File: config.mk
export PLATFORM = sky130hd
export DESIGN_NAME = i2c_unhang
export DESIGN_NICKNAME = d
export VERILOG_FILES = /design/src/rtl/i2c_unhang_pkg.sv /design/src/rtl/i2c_unhang_sync.sv /design/src/rtl/i2c_unhang_cnt.sv /design/src/rtl/i2c_unhang_fsm.sv /design/src/rtl/i2c_unhang.sv
export SDC_FILE = /design/constraint.sdc
export NUM_CORES = 1
export LEC_CHECK = 0
export ABC_AREA = 1
export BUFFER_PORTS_ARGS = -buffer_cell sky130_fd_sc_hd__buf_2
export CORE_MARGIN = 4
export CORE_UTILIZATION = 65
export CTS_CLUSTER_DIAMETER = 40
export DETAILED_ROUTE_END_ITERATION = 8
export PLACE_DENSITY = 0.83
export SLEW_MARGIN = 40
export SYNTH_ARGS = -nofsm -noshare
export SYNTH_HDL_FRONTEND = slang
export SYNTH_SLANG_ARGS = --single-unit
File: constraint.sdc
create_clock -name clk -period 4.6 [get_ports clk]
set_clock_uncertainty 0.05 [all_clocks]
set_input_delay 0.46 -clock clk [delete_from_list [all_inputs] [get_ports clk]]
set_output_delay 0.46 -clock clk [all_outputs]
set_load 0.01 [all_outputs]
File: src/rtl/i2c_unhang_pkg.sv
package i2c_unhang_pkg;
  typedef enum logic [3:0] {
    ST_IDLE,
    ST_DECIDE,
    ST_WAIT_HI,
    ST_PRE,
    ST_LOW,
    ST_HIGH,
    ST_STA_SDA,
    ST_STA_SCL,
    ST_STO_SCL
  } rec_state_e;
endpackage

File: src/rtl/i2c_unhang_sync.sv
module i2c_unhang_sync #(
  parameter int W = 2
) (
  input  logic         clk,
  input  logic         rst_n,
  input  logic [W-1:0] d_i,
  output logic [W-1:0] q_o
);
  logic [W-1:0] meta_q, stab_q;

  // idle bus lines are high, so reset to ones
  always_ff @(posedge clk or negedge rst_n) begin
    if (!rst_n) begin
      meta_q <= '1;
      stab_q <= '1;
    end else begin
      meta_q <= d_i;
      stab_q <= meta_q;
    end
  end

  assign q_o = stab_q;
endmodule

File: src/rtl/i2c_unhang_cnt.sv
module i2c_unhang_cnt #(
  parameter int LIMIT = 4
) (
  input  logic clk,
  input  logic rst_n,
  input  logic run_i,
  output logic hit_o
);
  localparam int CW = (LIMIT > 1) ? $clog2(LIMIT) : 1;
  localparam logic [CW-1:0] LAST = CW'(LIMIT - 1);

  logic [CW-1:0] cnt_q, cnt_d;
  logic          hit;

  always_comb begin
    hit   = run_i && (cnt_q == LAST);
    cnt_d = cnt_q;
    if (!run_i || hit) cnt_d = '0;
    else               cnt_d = cnt_q + 1'b1;
  end

  always_ff @(posedge clk or negedge rst_n) begin
    if (!rst_n) cnt_q <= '0;
    else        cnt_q <= cnt_d;
  end

  assign hit_o = hit;


  cnt_range_chk: assert property (@(posedge clk) disable iff (!rst_n)
    cnt_q <= LAST);
endmodule

File: src/rtl/i2c_unhang_fsm.sv
module i2c_unhang_fsm
  import i2c_unhang_pkg::*;
#(
  parameter int MAX_PULSES = 9
) (
  input  logic clk,
  input  logic rst_n,
  input  logic start_i,
  input  logic scl_s_i,
  input  logic sda_s_i,
  input  logic tick_i,
  input  logic stall_hit_i,
  output logic timed_o,
  output logic stall_run_o,
  output logic scl_pull_o,
  output logic sda_pull_o,
  output logic busy_o,
  output logic done_o,
  output logic err_o
);
  localparam int PW = $clog2(MAX_PULSES + 1);
  localparam logic [PW-1:0] PMAX = PW'(MAX_PULSES);

  rec_state_e    state_q, state_d;
  logic [PW-1:0] pulse_q, pulse_d;
  logic          done_q, done_d, err_q, err_d;
  logic          scl_pull_q, scl_pull_d, sda_pull_q, sda_pull_d;

  // next-state logic
  always_comb begin
    state_d = state_q;
    pulse_d = pulse_q;
    done_d  = done_q;
    err_d   = err_q;
    unique case (state_q)
      ST_IDLE: if (start_i) begin
        state_d = ST_DECIDE;
        pulse_d = '0;
        done_d  = 1'b0;
        err_d   = 1'b0;
      end
      ST_DECIDE: begin
        if (sda_s_i)              state_d = ST_STA_SDA;
        else if (pulse_q == PMAX) begin
          state_d = ST_IDLE;
          err_d   = 1'b1;
        end else                  state_d = ST_WAIT_HI;
      end
      ST_WAIT_HI: begin
        if (scl_s_i)          state_d = ST_PRE;
        else if (stall_hit_i) begin
          state_d = ST_IDLE;
          err_d   = 1'b1;
        end
      end
      ST_PRE:  if (tick_i) state_d = ST_LOW;
      ST_LOW:  if (tick_i) state_d = ST_HIGH;
      ST_HIGH: if (tick_i) begin
        state_d = ST_DECIDE;
        pulse_d = pulse_q + 1'b1;
      end
      ST_STA_SDA: if (tick_i) state_d = ST_STA_SCL;
      ST_STA_SCL: if (tick_i) state_d = ST_STO_SCL;
      ST_STO_SCL: if (tick_i) begin
        state_d = ST_IDLE;
        done_d  = 1'b1;
      end
      default: state_d = ST_IDLE;
    endcase
  end

  // line drive decoded from the next state, registered for clean edges
  always_comb begin
    scl_pull_d = (state_d == ST_LOW) || (state_d == ST_STA_SCL);
    sda_pull_d = (state_d == ST_STA_SDA) || (state_d == ST_STA_SCL) ||
                 (state_d == ST_STO_SCL);
  end

  always_comb begin
    timed_o = (state_q == ST_PRE) || (state_q == ST_LOW) || (state_q == ST_HIGH) ||
              (state_q == ST_STA_SDA) || (state_q == ST_STA_SCL) ||
              (state_q == ST_STO_SCL);
    stall_run_o = (state_q == ST_WAIT_HI) && !scl_s_i;
  end

  // register process
  always_ff @(posedge clk or negedge rst_n) begin
    if (!rst_n) begin
      state_q    <= ST_IDLE;
      pulse_q    <= '0;
      done_q     <= 1'b0;
      err_q      <= 1'b0;
      scl_pull_q <= 1'b0;
      sda_pull_q <= 1'b0;
    end else begin
      state_q    <= state_d;
      pulse_q    <= pulse_d;
      done_q     <= done_d;
      err_q      <= err_d;
      scl_pull_q <= scl_pull_d;
      sda_pull_q <= sda_pull_d;
    end
  end

  assign scl_pull_o = scl_pull_q;
  assign sda_pull_o = sda_pull_q;
  assign busy_o     = (state_q != ST_IDLE);
  assign done_o     = done_q;
  assign err_o      = err_q;


  idle_release_chk: assert property (@(posedge clk) disable iff (!rst_n)
    !busy_o |-> (!scl_pull_o && !sda_pull_o));


  pull_on_tick_chk: assert property (@(posedge clk) disable iff (!rst_n)
    $rose(scl_pull_o) |-> $past(tick_i));


  stop_end_chk: assert property (@(posedge clk) disable iff (!rst_n)
    $fell(sda_pull_o) |-> (!busy_o && done_o));


  pulse_bound_chk: assert property (@(posedge clk) disable iff (!rst_n)
    pulse_q <= PMAX);


  err_cause_chk: assert property (@(posedge clk) disable iff (!rst_n)
    $rose(err_o) |-> ($past(stall_hit_i) || ($past(pulse_q) == PMAX)));


  flag_excl_chk: assert property (@(posedge clk) disable iff (!rst_n)
    !(done_o && err_o));
endmodule

File: src/rtl/i2c_unhang.sv
module i2c_unhang #(
  parameter int TICKS_PER_STEP = 1000,
  parameter int MAX_PULSES     = 9,
  parameter int STRETCH_LIMIT  = 100000
) (
  input  logic clk,
  input  logic rst_n,
  input  logic recover_i,
  input  logic scl_i,
  input  logic sda_i,
  output logic scl_pull_o,
  output logic sda_pull_o,
  output logic busy_o,
  output logic done_o,
  output logic err_o
);
  logic [1:0] lines_s;
  logic       timed, tick, stall_run, stall_hit;

  i2c_unhang_sync #(.W(2)) sync_i (
    .clk  (clk),
    .rst_n(rst_n),
    .d_i  ({scl_i, sda_i}),
    .q_o  (lines_s)
  );

  i2c_unhang_cnt #(.LIMIT(TICKS_PER_STEP)) step_cnt_i (
    .clk  (clk),
    .rst_n(rst_n),
    .run_i(timed),
    .hit_o(tick)
  );

  i2c_unhang_cnt #(.LIMIT(STRETCH_LIMIT)) stall_cnt_i (
    .clk  (clk),
    .rst_n(rst_n),
    .run_i(stall_run),
    .hit_o(stall_hit)
  );

  i2c_unhang_fsm #(.MAX_PULSES(MAX_PULSES)) fsm_i (
    .clk        (clk),
    .rst_n      (rst_n),
    .start_i    (recover_i),
    .scl_s_i    (lines_s[1]),
    .sda_s_i    (lines_s[0]),
    .tick_i     (tick),
    .stall_hit_i(stall_hit),
    .timed_o    (timed),
    .stall_run_o(stall_run),
    .scl_pull_o (scl_pull_o),
    .sda_pull_o (sda_pull_o),
    .busy_o     (busy_o),
    .done_o     (done_o),
    .err_o      (err_o)
  );
endmodule

; ---- After elaboration in Yosys (flattened, before gate mapping)
; Cells that the tools add are included.
[word_totals]
ff_bits = 43
out_inout_bits = 5
word_cells = 84
[op_classes]
add_sub_neg = 3
n_eq_ne = 22
mux = 25
n_reduce_logical = 24
[ops]
columns = op, count
row1 = $mux W4, 12
row2 = $pmux W4 S9, 1
row3 = $eq A4 B3 Y1 const B, 7
row4 = $add A17 B1 Y17 const B, 1
row5 = $eq A17 B17 Y1 const B, 1
row6 = $mux W17, 1
row7 = $eq A4 B4 Y1 const B, 3
row8 = $add A10 B1 Y10 const B, 1
row9 = $eq A10 B10 Y1 const B, 1
row10 = $logic_or A1 B1 Y1, 10
row11 = $mux W10, 1
row12 = $eq A4 B2 Y1 const B, 2
row13 = $ne A2 B1 Y1 const B, 4
row14 = $pmux W4 S2, 1
row15 = $mux W1, 6
row16 = $ne A2 B2 Y1 const B, 3
row17 = $reduce_and A3 Y1, 2
row18 = $reduce_and A6 Y1, 1
row19 = $add A4 B1 Y4 const B, 1
row20 = $eq A4 B1 Y1 const B, 1
row21 = $logic_not A4 Y1, 1
row22 = $reduce_bool A2 Y1, 2
row23 = $reduce_bool A4 Y1, 1
row24 = $logic_and A1 B1 Y1, 3
row25 = other kinds (5), 7

; ---- Longest topological paths before layout
[logic_depth]
word_depth = 12
depth_mapped = 12
ltp_nobuf = 12

; ---- Cells and area by module
; From an unflattened synthesis, not the netlist that was laid out.
[hier_totals]
cells_unflattened = 310
hier_area_um2 = 2374.8
[by_module_without_submodules]
columns = mod, instances, cells_each, area_each_um2
row1 = i2c_unhang_cnt (stall_cnt_i), 1, 128, 973.4
row2 = i2c_unhang_fsm, 1, 107, 748.2
row3 = i2c_unhang_cnt (step_cnt_i), 1, 71, 548.0
row4 = i2c_unhang_sync, 1, 4, 105.1

; ---- Worst setup path after synthesis
; Ideal clock, no wire load.
[synth_timing]
path_type = register -> register
startpoint = register step_cnt_i.cnt_q[0]
endpoint = register fsm_i.pulse_q[3]
setup_ns = 0.118
arrival_time_ns = 1.358
required_ns = 4.432
setup_slack_ns = 3.074
stages_incl_launch_ff = 11
n_path_buf = 0
path_cell_list = dfrtp_1 ha_1 nand2_1 nor2_1 nand3_2 nor2_8 nand2_4 nand2_4 nand2_2 xor2_1 nor2_1
[synth_via]
elab_chain_len = 4
[synth_lines]
columns = item, line_no
row1 = "start, declared", i2c_unhang_cnt.sv:12  ; logic [CW-1:0] cnt_q, cnt_d;
row2 = "start signal, assigned", i2c_unhang_cnt.sv:24  ; else cnt_q <= cnt_d;
row3 = $eq A10 B10 Y1, i2c_unhang_cnt.sv:16  ; hit = run_i && (cnt_q == LAST);
row4 = $logic_and A1 B1 Y1, i2c_unhang_cnt.sv:16
row5 = $ne A2 B1 Y1 (no source line), -
row6 = $reduce_and A3 Y1 (no source line), -
row7 = "end signal, assigned", i2c_unhang_fsm.sv:97  ; pulse_q <= pulse_d;
row8 = "end, declared", i2c_unhang_fsm.sv:25  ; logic [PW-1:0] pulse_q, pulse_d;
; No other way between the ends.
; A chain may end at the register's enable or synchronous reset.

; ---- Final worst setup path
[layout_timing]
startpoint = register fsm_i.state_q[3]
endpoint = output busy_o
[layout_via]
elab_chain_len = 1
[layout_lines]
columns = item, line_no
row1 = "start, declared", i2c_unhang_fsm.sv:24  ; rec_state_e state_q, state_d;
row2 = "start signal, assigned", i2c_unhang_fsm.sv:96  ; state_q <= state_d;
row3 = $reduce_bool A4 Y1, i2c_unhang_fsm.sv:107  ; assign busy_o = (state_q != ST_IDLE);
row4 = "end, declared", i2c_unhang.sv:13  ; output logic busy_o,
; No other way between the ends.

==> impl_metrics.yaml <==
outcome:
  outcome: "complete, no violations"
logic_synthesis:
  ys_ff_latch: 43
  synth-seq-area-share: 0.468
  synth.avg_cell_area_um2: 8.17
  yosysWarnings: 0
  syn_area_um2: 2310
  synth_cell_types: 32
  syn-num-nets: 292
  synth_cells: 283
critical_path:
  cp_top_family: "flip-flops"
  crit_arrival_ps: 1300
  cp_slowest_cell: "dfrtp_1"
  crit_buf_inv: 1
  r2r-start: "stall_cnt_i.cnt_q[0]"
  path_max_fanout: 5
  worstPathRequired_ps: 4090
  worst-setup-path-type: "reg -> out"
  startpoint: "fsm_i.state_q[3]"
  endpoint_kind: "primary output"
  start_kind: "flip-flop"
  ff2ff_path_depth: 12
  path_depth: 3
  slowest_delay_ps: 450
  crit_path_cell_trace: "nor2_2 -> nand2_1 -> buf_2"
clocking:
  holdBufCountCts: 1
  cts_resized: 0
  clock-sinks: 43
  numCtsBuffers: 5
  clk_latency_ps: 380
  cts-root-buf: "clkbuf_4"
  tritoncts: "done"
  post_cts_buffers: 0
  path_clk_slew_ps: 140
  ctsLongestPathBuffers: 2
  htreeDepth: 2
pwr:
  powerDensity_nw_per_um2: 413
  cellLeakagePower_nw: 1.14
  comb_power_share: 0.321
  p_int_uw: 646
  vdd_ir_drop_max_mv: 0.243
  p_seq_frac: 0.437
  sw_frac_of_total: 0.376
  power_frac_clock: 0.242
  p_sw_uw: 389
sta:
  setup_viol: 0
  max_slew_margin: 0.660
  slew_violations: 0
  fmax_ghz: 0.552
  finalCriticalPeriod_ps: 1810
  hold_viol_final: 0
  finalSetupTns_ps: 0
  worst_pin_slew_ps: 510
  setup_slack_ps: 2790
  rsz0062_at_grt: "no"
  fin_crit_sh: 0.394
floorplan:
  rows: 21
  die_w_um: 67.6
  die_h_um: 67.6
  die-area_um2: 4580
  io_pins: 10
  start_util: 0.682
  core_area_um2: 3390
placement:
  portBuffers: 9
  place_hpwl_um: 3170
  dp_slack_ps: 2860
  gp_congestion: 0.952
  place_area_um2: 2410
global_routing:
  grt_pass1_wl_um: 7670
  grt-ovfl-total: 0
  antenna_found_initial: 0
  track_usage: 0.225
  grt_max_degree: 44
  grt_pass1_vias: 1776
routing:
  wl_um: 4320
  drt_iter0_drc: 195
  route.vias.total: 1870
  route.detailed.drc: 0
  drt_pre_antenna_iters: 4
  routedWlPerCell_um: 12.5
  ant_nets: 0
  vias_per_cell: 5.40
cells_and_area:
  final_common_cell: "nor2_1"
  multi_input_area_um2: 1100
  syn_to_final_growth_pct: 8.44
  design_area_um2: 2510
  n_antenna_cell: 0
  mostFrequentLayoutCells: "56 x nor2_1, 48 x nand2_1, 39 x dfrtp_1, 29 x inv_1, 18 x nand3_1"
  num-fill-cells: 261
  nNetsFinal: 308
  drive_above_1_share: 0.167
  utilization: 0.740
  seq_area_um2: 1080
hold_path:
  holdCritStartpoint: "sda_i"
  hp-class: "in -> reg"
  holdPathStages: 1
job:
  maxCapViolCount: 0
-- flip-flops by register name, summed over array words and instances (netlist names) --
name,count
stall_cnt_i.cnt_q,17
sync_i.q_o,2
fsm_i.scl_pull_o,1
fsm_i.err_o,1
fsm_i.pulse_q,4
step_cnt_i.cnt_q,10
fsm_i.state_q,4
fsm_i.done_o,1
fsm_i.sda_pull_o,1
sync_i.meta_q,2
-- routing by layer --
layer | wire length [um] | up-vias | GRT usage
met5 | 0 | - | 0
met1 | 2090 | 881 | 0.308
li1 | - | 930 | -
met2 | 1930 | 51 | 0.334
met3 | 212 | 8 | 0.0566
met4 | 86 | 0 | 0.104
-- synthesized netlist by cell type, drive strengths merged --
cell	count	share of area
o22ai	1	0.0027
nor4	2	0.0081
xnor2	1	0.0038
nand4	5	0.014
o21a	1	0.0032
dfrtp	39	0.42
nand3	19	0.043
xor2	9	0.034
nand3b	1	0.0032
o211ai	1	0.0032
buf	1	0.0022
nand2	60	0.12
ha	4	0.022
a21oi	12	0.031
dfstp	4	0.045
or2	1	0.0027
inv	34	0.055
o21ai	11	0.024
nor2	62	0.12
nor3	10	0.028
nor3b	5	0.016
-- final timing paths --
kind                                    end  slack (ps)
min in group asynchronous  fsm_i.pulse_q[0]         530
max                                  busy_o        2790
min                        sync_i.meta_q[0]         110
max in group asynchronous  sync_i.meta_q[1]        3600
max reg2reg                fsm_i.scl_pull_o        2820
min reg2reg                   sync_i.q_o[1]         310
-- power groups by stage --
stage                     combinational (mW)  clock (mW)  sequential (mW)
after floorplan                        0.247           0            0.460
after global placement                 0.321           0            0.459
after detailed placement               0.329           0            0.460
after CTS                              0.331       0.256            0.453
after global routing                   0.372       0.273            0.460
final                                  0.332       0.251            0.453
-- area by class of cell --
class	instances	share of cell area
Multi-Input combinational cell	205	0.438
Sequential cell	43	0.431
Inverter	34	0.0509
Timing Repair Buffer	10	0.0230
Tap cell	46	0.0230
Clock inverter	3	0.0190
Clock buffer	5	0.0150
-- logic make-up after synthesis --
group,Yosys count,synth area share
DFF,43,0.468
and+or+nand+nor,165,0.352
AOI/OAI and AO/OA,26,0.0639
buffers and inverters,35,0.0574
adders and majority gates,4,0.0216
xor gates and xnor gates,10,0.0379
-- metrics by stage --
step | hold WS [ps] | cells | power (mW)
2_1_floorplan | 114 | 283 | 0.707
3_3_place_gp | 295 | 337 | 0.780
3_5_place_dp | 299 | 337 | 0.789
4_1_cts | 95.9 | 346 | 1.04
5_1_grt | 80.2 | 346 | 1.11
6_report | 110 | 346 | 1.04
Note: power is estimated with default switching activity, not from simulation.
